<file path="src/rtl/tick_pkg.sv">
package tick_pkg;
  localparam int REG_IDX_W = 2;

  typedef enum logic [REG_IDX_W-1:0] {
    REG_CTRL    = 2'd0,
    REG_RELOAD  = 2'd1,
    REG_CURRENT = 2'd2
  } reg_sel_e;

  // bit positions inside the control word
  localparam int CTRL_RUN  = 0;
  localparam int CTRL_IEN  = 1;
  localparam int CTRL_FULL = 2;
  localparam int CTRL_FLAG = 16;
endpackage

</file>
<file path="src/rtl/tick_prescale.sv">
module tick_prescale #(
  parameter int DIV = 8
) (
  input  logic clk,
  input  logic rst_n,
  input  logic run,
  output logic strobe
);
  localparam int PW = (DIV > 1) ? $clog2(DIV) : 1;

  generate
    if (DIV <= 1) begin : g_pass
      assign strobe = run;
    end else begin : g_div
      logic [PW-1:0] phase;
      always_ff @(posedge clk) begin
        if (!rst_n || !run)                phase <= '0;
        else if (phase == PW'(DIV - 1))    phase <= '0;
        else                               phase <= phase + 1'b1;
      end
      assign strobe = run && (phase == PW'(DIV - 1));
    end
  endgenerate
endmodule

</file>
<file path="src/rtl/tick_counter.sv">
module tick_counter #(
  parameter int CNT_W = 24
) (
  input  logic             clk,
  input  logic             rst_n,
  input  logic             step,
  input  logic             clear,
  input  logic [CNT_W-1:0] reload,
  output logic [CNT_W-1:0] count,
  output logic             wrap
);
  // a wrap is the 1 -> 0 transition; a clear in the same cycle wins
  assign wrap = step && !clear && (count == CNT_W'(1));

  always_ff @(posedge clk) begin
    if (!rst_n)               count <= '0;
    else if (clear)           count <= '0;
    else if (step) begin
      if (count == '0)        count <= reload;
      else                    count <= count - 1'b1;
    end
  end
endmodule

</file>
<file path="src/rtl/tick_timer.sv">
module tick_timer
  import tick_pkg::*;
#(
  parameter int CNT_W  = 24,
  parameter int DATA_W = 32,
  parameter int DIV    = 8
) (
  input  logic                 clk,
  input  logic                 rst_n,
  input  logic                 bus_rd,
  input  logic                 bus_wr,
  input  logic [REG_IDX_W-1:0] bus_addr,
  input  logic [DATA_W-1:0]    bus_wdata,
  output logic [DATA_W-1:0]    bus_rdata,
  output logic                 irq
);
  logic             ctrl_run, ctrl_ien, ctrl_full, wrap_flag;
  logic [CNT_W-1:0] reload_q, count;
  logic             div_strobe, step, wrap;
  logic             ctrl_wr, reload_wr, cur_wr, ctrl_rd;

  assign ctrl_wr   = bus_wr && (bus_addr == REG_CTRL);
  assign reload_wr = bus_wr && (bus_addr == REG_RELOAD);
  assign cur_wr    = bus_wr && (bus_addr == REG_CURRENT);
  assign ctrl_rd   = bus_rd && (bus_addr == REG_CTRL);

  tick_prescale #(.DIV(DIV)) u_pre (
    .clk(clk), .rst_n(rst_n), .run(ctrl_run), .strobe(div_strobe)
  );

  assign step = ctrl_run && (ctrl_full || div_strobe);

  tick_counter #(.CNT_W(CNT_W)) u_cnt (
    .clk(clk), .rst_n(rst_n), .step(step), .clear(cur_wr),
    .reload(reload_q), .count(count), .wrap(wrap)
  );

  always_ff @(posedge clk) begin
    if (!rst_n) begin
      ctrl_run  <= 1'b0;
      ctrl_ien  <= 1'b0;
      ctrl_full <= 1'b0;
      reload_q  <= '0;
    end else begin
      if (ctrl_wr) begin
        ctrl_run  <= bus_wdata[CTRL_RUN];
        ctrl_ien  <= bus_wdata[CTRL_IEN];
        ctrl_full <= bus_wdata[CTRL_FULL];
      end
      if (reload_wr) reload_q <= bus_wdata[CNT_W-1:0];
    end
  end

  // flag: clear-by-count-write first, then wrap beats read-clear
  always_ff @(posedge clk) begin
    if (!rst_n)       wrap_flag <= 1'b0;
    else if (cur_wr)  wrap_flag <= 1'b0;
    else if (wrap)    wrap_flag <= 1'b1;
    else if (ctrl_rd) wrap_flag <= 1'b0;
  end

  always_ff @(posedge clk) begin
    if (!rst_n) irq <= 1'b0;
    else        irq <= wrap && ctrl_ien;
  end

  always_comb begin
    bus_rdata = '0;
    unique case (bus_addr)
      REG_CTRL: begin
        bus_rdata[CTRL_RUN]  = ctrl_run;
        bus_rdata[CTRL_IEN]  = ctrl_ien;
        bus_rdata[CTRL_FULL] = ctrl_full;
        bus_rdata[CTRL_FLAG] = wrap_flag;
      end
      REG_RELOAD:  bus_rdata = DATA_W'(reload_q);
      REG_CURRENT: bus_rdata = DATA_W'(count);
      default:     bus_rdata = '0;
    endcase
  end
endmodule

</file>
<file path="config.mk">
export PLATFORM = sky130hd
export DESIGN_NAME = tick_timer
export DESIGN_NICKNAME = d
export VERILOG_FILES = /design/src/rtl/tick_pkg.sv /design/src/rtl/tick_prescale.sv /design/src/rtl/tick_counter.sv /design/src/rtl/tick_timer.sv
export SDC_FILE = /design/constraint.sdc
export NUM_CORES = 1
export LEC_CHECK = 0
export BUFFER_PORTS_ARGS = -buffer_cell sky130_fd_sc_hd__buf_2
export CORE_MARGIN = 2
export CORE_UTILIZATION = 45
export DETAILED_ROUTE_END_ITERATION = 7
export PLACE_DENSITY = 0.72
export SYNTH_ARGS = -nofsm -noshare
export SYNTH_HDL_FRONTEND = slang
export SYNTH_SLANG_ARGS = --single-unit
</file>
<file path="constraint.sdc">
create_clock -name clk -period 2 [get_ports clk]
set_input_delay 0.4 -clock clk [delete_from_list [all_inputs] [get_ports clk]]
set_output_delay 0.4 -clock clk [all_outputs]
set_load 0.02 [all_outputs]
</file>
Word level (Yosys, flattened, before mapping)

Cells that the tools add are included.

Flip-flop bits (word level): 56
Input port bits: 38

Add/sub/neg operators: 2
Muxes and demuxes: 7
Bitwise gates (word level): 1
Equal/unequal tests: 4
Reduce and logical (&&, ||, !) cells: 19

Operators by type and width:

| cell                  | count |
|---|---|
| $pmux 13 s2           | 1 |
| $eq 24x1->1 const B   | 1 |
| $logic_not 24->1      | 1 |
| $mux 24               | 1 |
| $sub 24x1->24 const B | 1 |
| $pmux 7 s2            | 1 |
| $logic_and 1x1->1     | 9 |
| $pmux 3 s3            | 1 |
| $reduce_or 2->1       | 2 |
| $add 3x1->3 const B   | 1 |
| $eq 3x3->1 const B    | 1 |
| $logic_not 1->1       | 3 |
| $pmux 1 s3            | 1 |
| $eq 2x1->1 const B    | 1 |
| $eq 2x2->1 const B    | 1 |
| $logic_not 2->1       | 1 |
| $logic_or 1x1->1      | 2 |
| $mux 1                | 2 |
| $reduce_bool 2->1     | 1 |
| $not 1->1             | 1 |

Longest topological paths before layout

Gate-level depths: netlist of the first run.

Depth in word-level cells: 7
Mapped depth: 8
Depth with buffers taken out: 7

Hierarchy

A second synthesis of the first run with hierarchy kept.

Cells, all modules: 415
Area, all modules: 3,624.7 um2

Modules (own cells, without submodules):

| module        | seq. area each (um2) | area each (um2) | cells each | instances |
|---|---|---|---|---|
| tick_timer    | 580.6                | 1,871.8         | 202        | 1 |
| tick_counter  | 480.5                | 1,625.3         | 204        | 1 |
| tick_prescale | 60.1                 | 127.6           | 9          | 1 |

Worst setup path before layout of the first run

No wires, ideal clock.

Path type: input port to output port
Start: input bus_addr[1]
End: output bus_rdata[13]
Buffers on the path: 2
Arrival: 1.546 ns
Required time: 1.600 ns
Cell stages on the path: 6
Setup slack: 0.054 ns
Path through: inv_1 > ha_1 > clkbuf_1 > clkbuf_1 > a22oi_1 > nor2b_1

Word-level cells in the longest chain between the ends: 2
Elaborated cells on any way between the ends: 3
Classes of those cells: eq/ne (2); mux (1)

Ends and longest elaborated chain:

| what                                            | line             | source |
|---|---|---|
| start: declaration                              | tick_timer.sv:12 | `input logic [REG_IDX_W-1:0] bus_addr,` |
| $eq 2x2->1 / $eq 2x1->1 (equally long branches) | tick_timer.sv:69 | `unique case (bus_addr)` |
| $pmux 13 s2 *                                   | tick_timer.sv:69 |  |
| end: declaration                                | tick_timer.sv:14 | `output logic [DATA_W-1:0] bus_rdata,` |

Every way passes the cells marked *; elsewhere a longest branch is shown, timed or not.

Worst setup path after layout of the first run

Start: register u_cnt.count[12]
End: register u_cnt.count[1]

Word-level cells in the longest chain between the ends: 2

Ends and longest elaborated chain:

| what                     | line               | source |
|---|---|---|
| start: declaration       | tick_counter.sv:9  | `output logic [CNT_W-1:0] count,` |
| start signal: assignment | tick_counter.sv:19 | `if (count == '0) count <= reload;` |
| start signal: assignment | tick_counter.sv:20 | `else count <= count - 1'b1;` |
| $logic_not 24->1         | tick_counter.sv:19 |  |
| $mux 24                  | tick_counter.sv:19 |  |

Every way passes these cells.
A chain may end at the register's enable or synchronous reset.

==> impl_metrics.json, run 1 <==
{
  "status": "completed",
  "max_freq_ghz": 0.505,
  "fin_skew_ns": 0.00803,
  "vdd_drop_max_uv": 450,
  "vias_per_cell": 5.78,
  "fin_ws_ns": 0.0208,
  "report.final.slew_viol_count": 0,
  "hold_viol_final": 0,
  "start_util_pct": 45.9,
  "final_util_pct": 57.9,
  "firstDrtPassIters": 5,
  "rows": 31,
  "powerDensity_mw_per_mm2": 541,
  "ys_seq_elements": 56,
  "vias": 3418,
  "r2r_end": "u_cnt.count[1]$_SDFFE_PP0P_",
  "cp_slowest_cell": "dfxtp_1",
  "fp.dieArea_mm2": 0.00798,
  "clockBufferDepth": 2,
  "syn_area_mm2": 0.00328,
  "grt_pass1_vias": 3126,
  "drc": 0,
  "ant_nets": 0,
  "yosysSeqAreaShare_pct": 34.2,
  "p_leak_nw": 1.70,
  "endpoint": "u_cnt.count[1]$_SDFFE_PP0P_",
  "holdWs_ns": 0.315,
  "nets": 538,
  "worstSetupStartpoint": "u_cnt.count[12]$_SDFFE_PP0P_",
  "rsz0062_at_grt": "true",
  "grt_max_degree": 33,
  "dieWidth_um": 89.3,
  "synth-edff-count": 0,
  "syn_avg_cell_area_um2": 7.92,
  "drive_gt1_share_pct": 25.6,
  "grt_pass1_wl_mm": 14.9,
  "num_antenna_cells": 0,
  "dp_slack_ns": 0.0388,
  "grt_antenna_before_repair": 0,
  "critPathMaxFanout": 13,
  "hold_class": "primary input to flip-flop",
  "cts_buffers": 5,
  "cp-start-kind": "flip-flop",
  "grt_overflow": 0,
  "cts_root_buffer": "clkbuf_8",
  "hpwlAfterDp_mm": 6.81,
  "io_pins": 71,
  "cts_max_level": 2,
  "area_delta_synth_final_pct": 26.0,
  "place.gp.congestion": 0.962,
  "worstPathArrival_ns": 2.21,
  "syn-instance-count": 414,
  "ys.flop_type": "dfxtp_1",
  "clk_pin_slew_ns": 0.10,
  "end_kind": "flip-flop",
  "crit_path_max_incr_delay_ns": 0.38,
  "fin_crit_sh_pct": 99.0,
  "cts_tree": "built",
  "required_ns": 2.23,
  "clock_latency_ns": 0.32,
  "async_reset_ff_share_pct": 0,
  "die_y_um": 89.3,
  "drtIter0Drc": 265,
  "setup_viol": 0,
  "wl_per_cell_um": 16.2,
  "drt_wl_total_mm": 9.60,
  "clock-sinks": 56,
  "synth.distinct_cells": 53,
  "yosysWarningCount": 0,
  "grt_usage_pct": 24.1,
  "crit_chain": "nor2_1 > nand4_1 > or2_1 > buf_4 > and2_0 > o31ai_1",
  "ff2ff_path_depth": 6,
  "crit_type": "flip-flop to flip-flop",
  "reg2reg_slack_ns": 0.02,
  "cap_violations": 0,
  "fin_crit_ns": 1.98,
  "coreArea_mm2": 0.00714,
  "port_buffers": 54,
  "worst_r2r_startpoint": "u_cnt.count[12]$_SDFFE_PP0P_"
}
## area by class of cell
class / count / area, um^2
clock buffers: 7 / 96.3
clock inverters: 1 / 30.0
fillers: 666 / 3010
inverters: 12 / 45.0
multi-input cells: 317 / 2040
flip-flops and latches: 56 / 1120
well taps: 99 / 124
repair buffers: 99 / 666
## report_power, final
group | internal (W) | switching, W
clock network | 0.000442 | 0.000368
logic | 0.000116 | 0.000156
registers | 0.00113 | 0.0000192
## worst min-delay path by stage
stage	start	endpoint	slack [ns]	cells after the start
after floorplan	u_pre.g_div.phase[0]$_SDFF_PP0_	u_pre.g_div.phase[0]$_SDFF_PP0_	0.41	1
after detailed placement	u_pre.g_div.phase[0]$_SDFF_PP0_	u_pre.g_div.phase[0]$_SDFF_PP0_	0.42	1
after CTS	bus_wdata[6]	reload_q[6]$_SDFFE_PN0P_	0.32	3
after global routing	bus_wdata[6]	reload_q[6]$_SDFFE_PN0P_	0.32	3
after global placement	u_pre.g_div.phase[0]$_SDFF_PP0_	u_pre.g_div.phase[0]$_SDFF_PP0_	0.42	1
final	bus_wdata[6]	reload_q[6]$_SDFFE_PN0P_	0.32	3
## metrics by stage
stage	instance area (um^2)	total power, W	std cells	setup TNS (ns)
finish	4130	0.00224	591	0
global route	4130	0.00232	591	-0.468
CTS	4020	0.00224	588	0
detailed placement	3890	0.00144	580	0
global placement	3890	0.00143	580	0
floorplan	3300	0.00134	421	0
## cell usage after synthesis (all sizes together), types with 3 or more instances
cell type	instances	area, um^2
nor3	14	70.1
a21boi	28	210
nand2	74	278
and2	4	25.0
inv	12	45.0
a32o	3	30.0
nand3b	3	22.5
a22oi	21	158
o2bb2ai	4	35.0
dfxtp	56	1120
nand3	8	40.0
clkbuf	23	86.3
or3	4	25.0
nand4	5	31.3
nor2b	20	125
a222oi	4	40.0
a311oi	3	26.3
o22ai	4	25.0
nand2b	3	18.8
a21oi	12	60.1
buf	13	85.1
o31ai	4	30.0
nor2	24	92.6
o21ai	13	65.1
nor4	8	92.6
ha	9	113
mux2i	5	50.1
a221oi	8	70.1
or2	3	18.8
## cell usage in the layout, fill, tap and decap left out, drive strengths merged, types with 5 or more instances in the layout
cell / instances
a221oi: 8
ha: 9
nand3: 8
mux2i: 5
nor3: 14
inv: 12
nand4: 5
nor2: 24
a22oi: 21
nor2b: 20
o21ai: 13
dfxtp: 56
a21oi: 12
nand2: 74
nor4: 8
buf: 99
clkbuf: 7
conb: 8
a21boi: 28
## logic make-up (layout without fill, tap and decap cells)
| family | after synthesis | in the layout | share of synthesized area, % |
|---|---|---|---|
| AOI/OAI and AO/OA | 113 | 113 | 25.1 |
| muxes | 6 | 6 | 1.87 |
| buffers and inverters | 48 | 119 | 6.61 |
| DFF | 56 | 56 | 34.2 |
| adders and majority gates | 9 | 9 | 3.44 |
| and+or+nand+nor | 181 | 181 | 28.6 |
| other | 1 | 8 | 0.114 |
## sequential cells by signal, indices dropped and copies added (netlist names)
register / count
ctrl_ien: 1
reload_q: 24
irq: 1
u_pre.g_div.phase: 3
ctrl_full: 1
wrap_flag: 1
u_cnt.count: 24
ctrl_run: 1
## metal layers
layer | global-route usage, % | vias up | wire (um)
met5 | 0 | - | 0
met4 | 7.33 | 0 | 123
met3 | 3.14 | 14 | 611
met2 | 40.4 | 141 | 4720
met1 | 32.2 | 1630 | 4140
li1 | - | 1633 | -
## worst max-delay path, delay by kind of cell, from the launching register on
family,cells,cell delay [ns]
AOI/OAI and AO/OA,1,0.21
buffers and inverters,1,0.22
DFF,1,0.38
and+or+nand+nor,4,1.08
## repair_timing
item | in CTS | in global routing
resized for setup | 0 | 17
setup endpoints to repair | 0 | 20
hold endpoints to repair | 0 | 0
setup buffers | 0 | 3
hold buffers | 0 | 0
(Power assumes the default switching activity.)
==> run 2, diff against run 1 <==
- ABC_AREA: unset -> 1
- PLACE_DENSITY: 0.72 -> 0.71
==> run 2 against run 1 <==
Against the previous run:
- sequential cell count unchanged
- first-iteration DRC count down 12%
- die area is 7.9% higher
- total power shrank 2.7%
- sequential share of layout area rose by 0.57 points
- register-to-register slack improved by 0.17 ns
- largest cell class unchanged
- largest power group unchanged
- highest routed layer unchanged
==> impl_metrics.json, run 2 <==
{
  "crit_type": "primary input to output port",
  "worstPathArrival_ns": 1.51,
  "holdWs_ns": 0.331,
  "p_comb_share_pct": 15.9,
  "cts_tree": "built",
  "yosys-top-cells-area": "dfxtp_1, nand2_1, nor2_1, a21oi_1, nand3_1",
  "vias_per_cell": 5.05,
  "crit_path_max_incr_delay_ns": 0.23,
  "hpwlAfterDp_mm": 6.91,
  "io_pins": 71,
  "report.final.slew_viol_count": 0,
  "yosysSeqAreaShare_pct": 31.6,
  "crit_chain": "buf_2 > inv_1 > ha_1 > buf_12 > nand2_1 > a21oi_1 > buf_2",
  "die_y_um": 92.8,
  "coreArea_mm2": 0.00769,
  "grt_pass1_wl_mm": 15.7,
  "rows": 32,
  "final_cell_area_mm2": 0.00403,
  "clock_latency_ns": 0.31,
  "clockBufferDepth": 2,
  "final_cell_mix": "nand2_1, nor2_1, dfxtp_1, buf_2",
  "vdd_drop_max_uv": 407,
  "clock-sinks": 56,
  "setup_tns_ns": 0,
  "post_cts_buffers": 0,
  "critPathMaxFanout": 25,
  "ant_nets": 0,
  "p_seq_share_pct": 53.9,
  "hold_class": "primary input to flip-flop",
  "async_reset_ff_share_pct": 0,
  "final_common_cell": "nand2_1",
  "worst_slew_pin_slew_ns": 0.517,
  "status": "completed",
  "cp_slowest_cell": "a21oi_1",
  "required_ns": 1.60,
  "worst_r2r_startpoint": "u_cnt.count[0]$_SDFFE_PP0P_",
  "hold_buffers": 0,
  "synth.distinct_cells": 33,
  "hold_depth": 3,
  "cts_root_buffer": "clkbuf_8",
  "drc": 0,
  "port_buffers": 54,
  "powerDensity_mw_per_mm2": 540,
  "synth-edff-count": 0,
  "grt_antenna_before_repair": 0,
  "clk_pin_slew_ns": 0.11,
  "end_kind": "output port",
  "fin_crit_sh_pct": 95.5,
  "fin_crit_ns": 1.91,
  "ff2ff_path_depth": 9,
  "yosysWarningCount": 0,
  "ys_seq_elements": 56,
  "cts_max_level": 2,
  "ys.flop_type": "dfxtp_1",
  "min_to": "reload_q[15]$_SDFFE_PN0P_",
  "p_int_w": 0.00153,
  "reg2reg_slack_ns": 0.19,
  "synth_top_area_share_pct": 31.6,
  "syn_avg_cell_area_um2": 6.34,
  "final_util_pct": 52.4,
  "dpl_cell_area_mm2": 0.00394,
  "crit_top_cell": "buf_2",
  "grt_max_degree": 32,
  "fin_skew_ns": 0.00572,
  "ctsResizeCount": 0,
  "cts_buffers": 5,
  "dieWidth_um": 92.8,
  "num_antenna_cells": 0,
  "cp-start-kind": "primary input",
  "reg_top3": "reload_q: 24 flops, u_cnt.count: 24 flops, u_pre.g_div.phase: 3 flops",
  "drtIter0Drc": 232,
  "max_freq_ghz": 0.524,
  "firstDrtPassIters": 5,
  "grt_overflow": 0,
  "area_delta_synth_final_pct": 13.6,
  "r2r_end": "u_cnt.count[16]$_SDFFE_PP0P_",
  "hold_viol_final": 0,
  "grt_usage_pct": 22.5,
  "fp.dieArea_mm2": 0.00861,
  "vias": 3595,
  "rsz0062_at_grt": "false",
  "synth_top_area_cell": "dfxtp_1",
  "drive_gt1_share_pct": 17.4,
  "start_util_pct": 46.2,
  "power.share.clock_pct": 30.2,
  "switching_share_pct": 29.8,
  "syn-instance-count": 560,
  "setup_viol": 0,
  "min-delay-start": "bus_wdata[15]",
  "p_leak_nw": 1.86,
  "grt_pass1_vias": 3363,
  "wl_per_cell_um": 12.9,
  "fillerInstances": 789,
  "place.gp.congestion": 0.866,
  "relSlewSlack_pct": 65.5,
  "syn_area_mm2": 0.00355,
  "synth_commonest_cells": "nand2_1, nor2_1, dfxtp_1",
  "p_sw_w": 0.000649,
  "drt_wl_total_mm": 9.15,
  "cap_violations": 0,
  "nets": 656,
  "yosysMostFrequentCell": "nand2_1"
}
## run 2: cell count changes in the layout (fill, tap and decap cells not counted), moves of 11 or more
cell      before  now
a22oi_1       21    0
nor2b_1       20    0
o21ai_0        8   30
nor3_1        12    1
a21boi_0      28    0
nand2_1       74  162
buf_4         39    9
nand3_1        8   37
a21oi_1       12   47
nor2_1        23   81
inv_1         12   47
## run 2: worst max-delay path, delay by kind of cell
family | cells | cell delay, ns
simple gates | 1 | 0.07
buf+inv | 4 | 0.58
fa+ha+maj | 1 | 0.21
compound gates | 1 | 0.23
## run 2: layout make-up
class	instances	area (um^2)	area share, %
Clock buffer	6	72.6	1.80
Multi-Input combinational cell	431	2110	52.4
Clock inverter	2	17.5	0.435
Sequential cell	56	1120	27.8
Tap cell	102	128	3.17
Timing Repair Buffer	66	398	9.87
Inverter	49	184	4.56
## run 2: worst max-delay path by stage
| stage | from | endpoint | slack (ns) | cells after the start |
|---|---|---|---|---|
| floorplan | bus_addr[0] | bus_rdata[13] | 0.08 | 6 |
| global placement | bus_addr[1] | bus_rdata[17] | 0.18 | 7 |
| detailed placement | bus_addr[1] | bus_rdata[17] | 0.12 | 7 |
| CTS | bus_addr[1] | bus_rdata[17] | 0.11 | 7 |
| global route | u_cnt.count[0]$_SDFFE_PP0P_ | u_cnt.count[22]$_SDFFE_PP0P_ | 0.004 | 9 |
| finish | bus_addr[1] | bus_rdata[17] | 0.09 | 7 |
## run 2: metal layers
metal | GRT usage, % | part of all wire, % | vias up
met1 | 30.4 | 46 | 1600
met3 | 3.91 | 5.7 | 8
li1 | - | - | 1863
met2 | 37.3 | 47 | 124
met5 | 0 | 0 | -
met4 | 5.64 | 1.0 | 0
## run 2: per-stage QoR
step                total power, W  instances  setup slack, ns
global placement           0.00154        704            0.184
detailed placement         0.00154        704            0.115
finish                     0.00218        712           0.0902
floorplan                  0.00143        567           0.0765
global route               0.00229        712          0.00398
CTS                        0.00219        712            0.114
## run 2: power groups by stage
stage                     logic (W)  clock network, W  registers (W)
final                      0.000346          0.000657        0.00117
after global routing       0.000392          0.000719        0.00118
after CTS                  0.000346          0.000671        0.00117
after detailed placement   0.000345                 0        0.00120
after global placement     0.000339                 0        0.00120
after floorplan            0.000248                 0        0.00119
## run 2: cells by family after synthesis
group / Yosys count / synth area share [%]
flops: 56 / 31.6
xor+xnor: 7 / 1.73
simple gates: 313 / 39.6
compound gates: 94 / 14.1
buf+inv: 80 / 9.77
other cells: 1 / 0.106
fa+ha+maj: 9 / 3.17
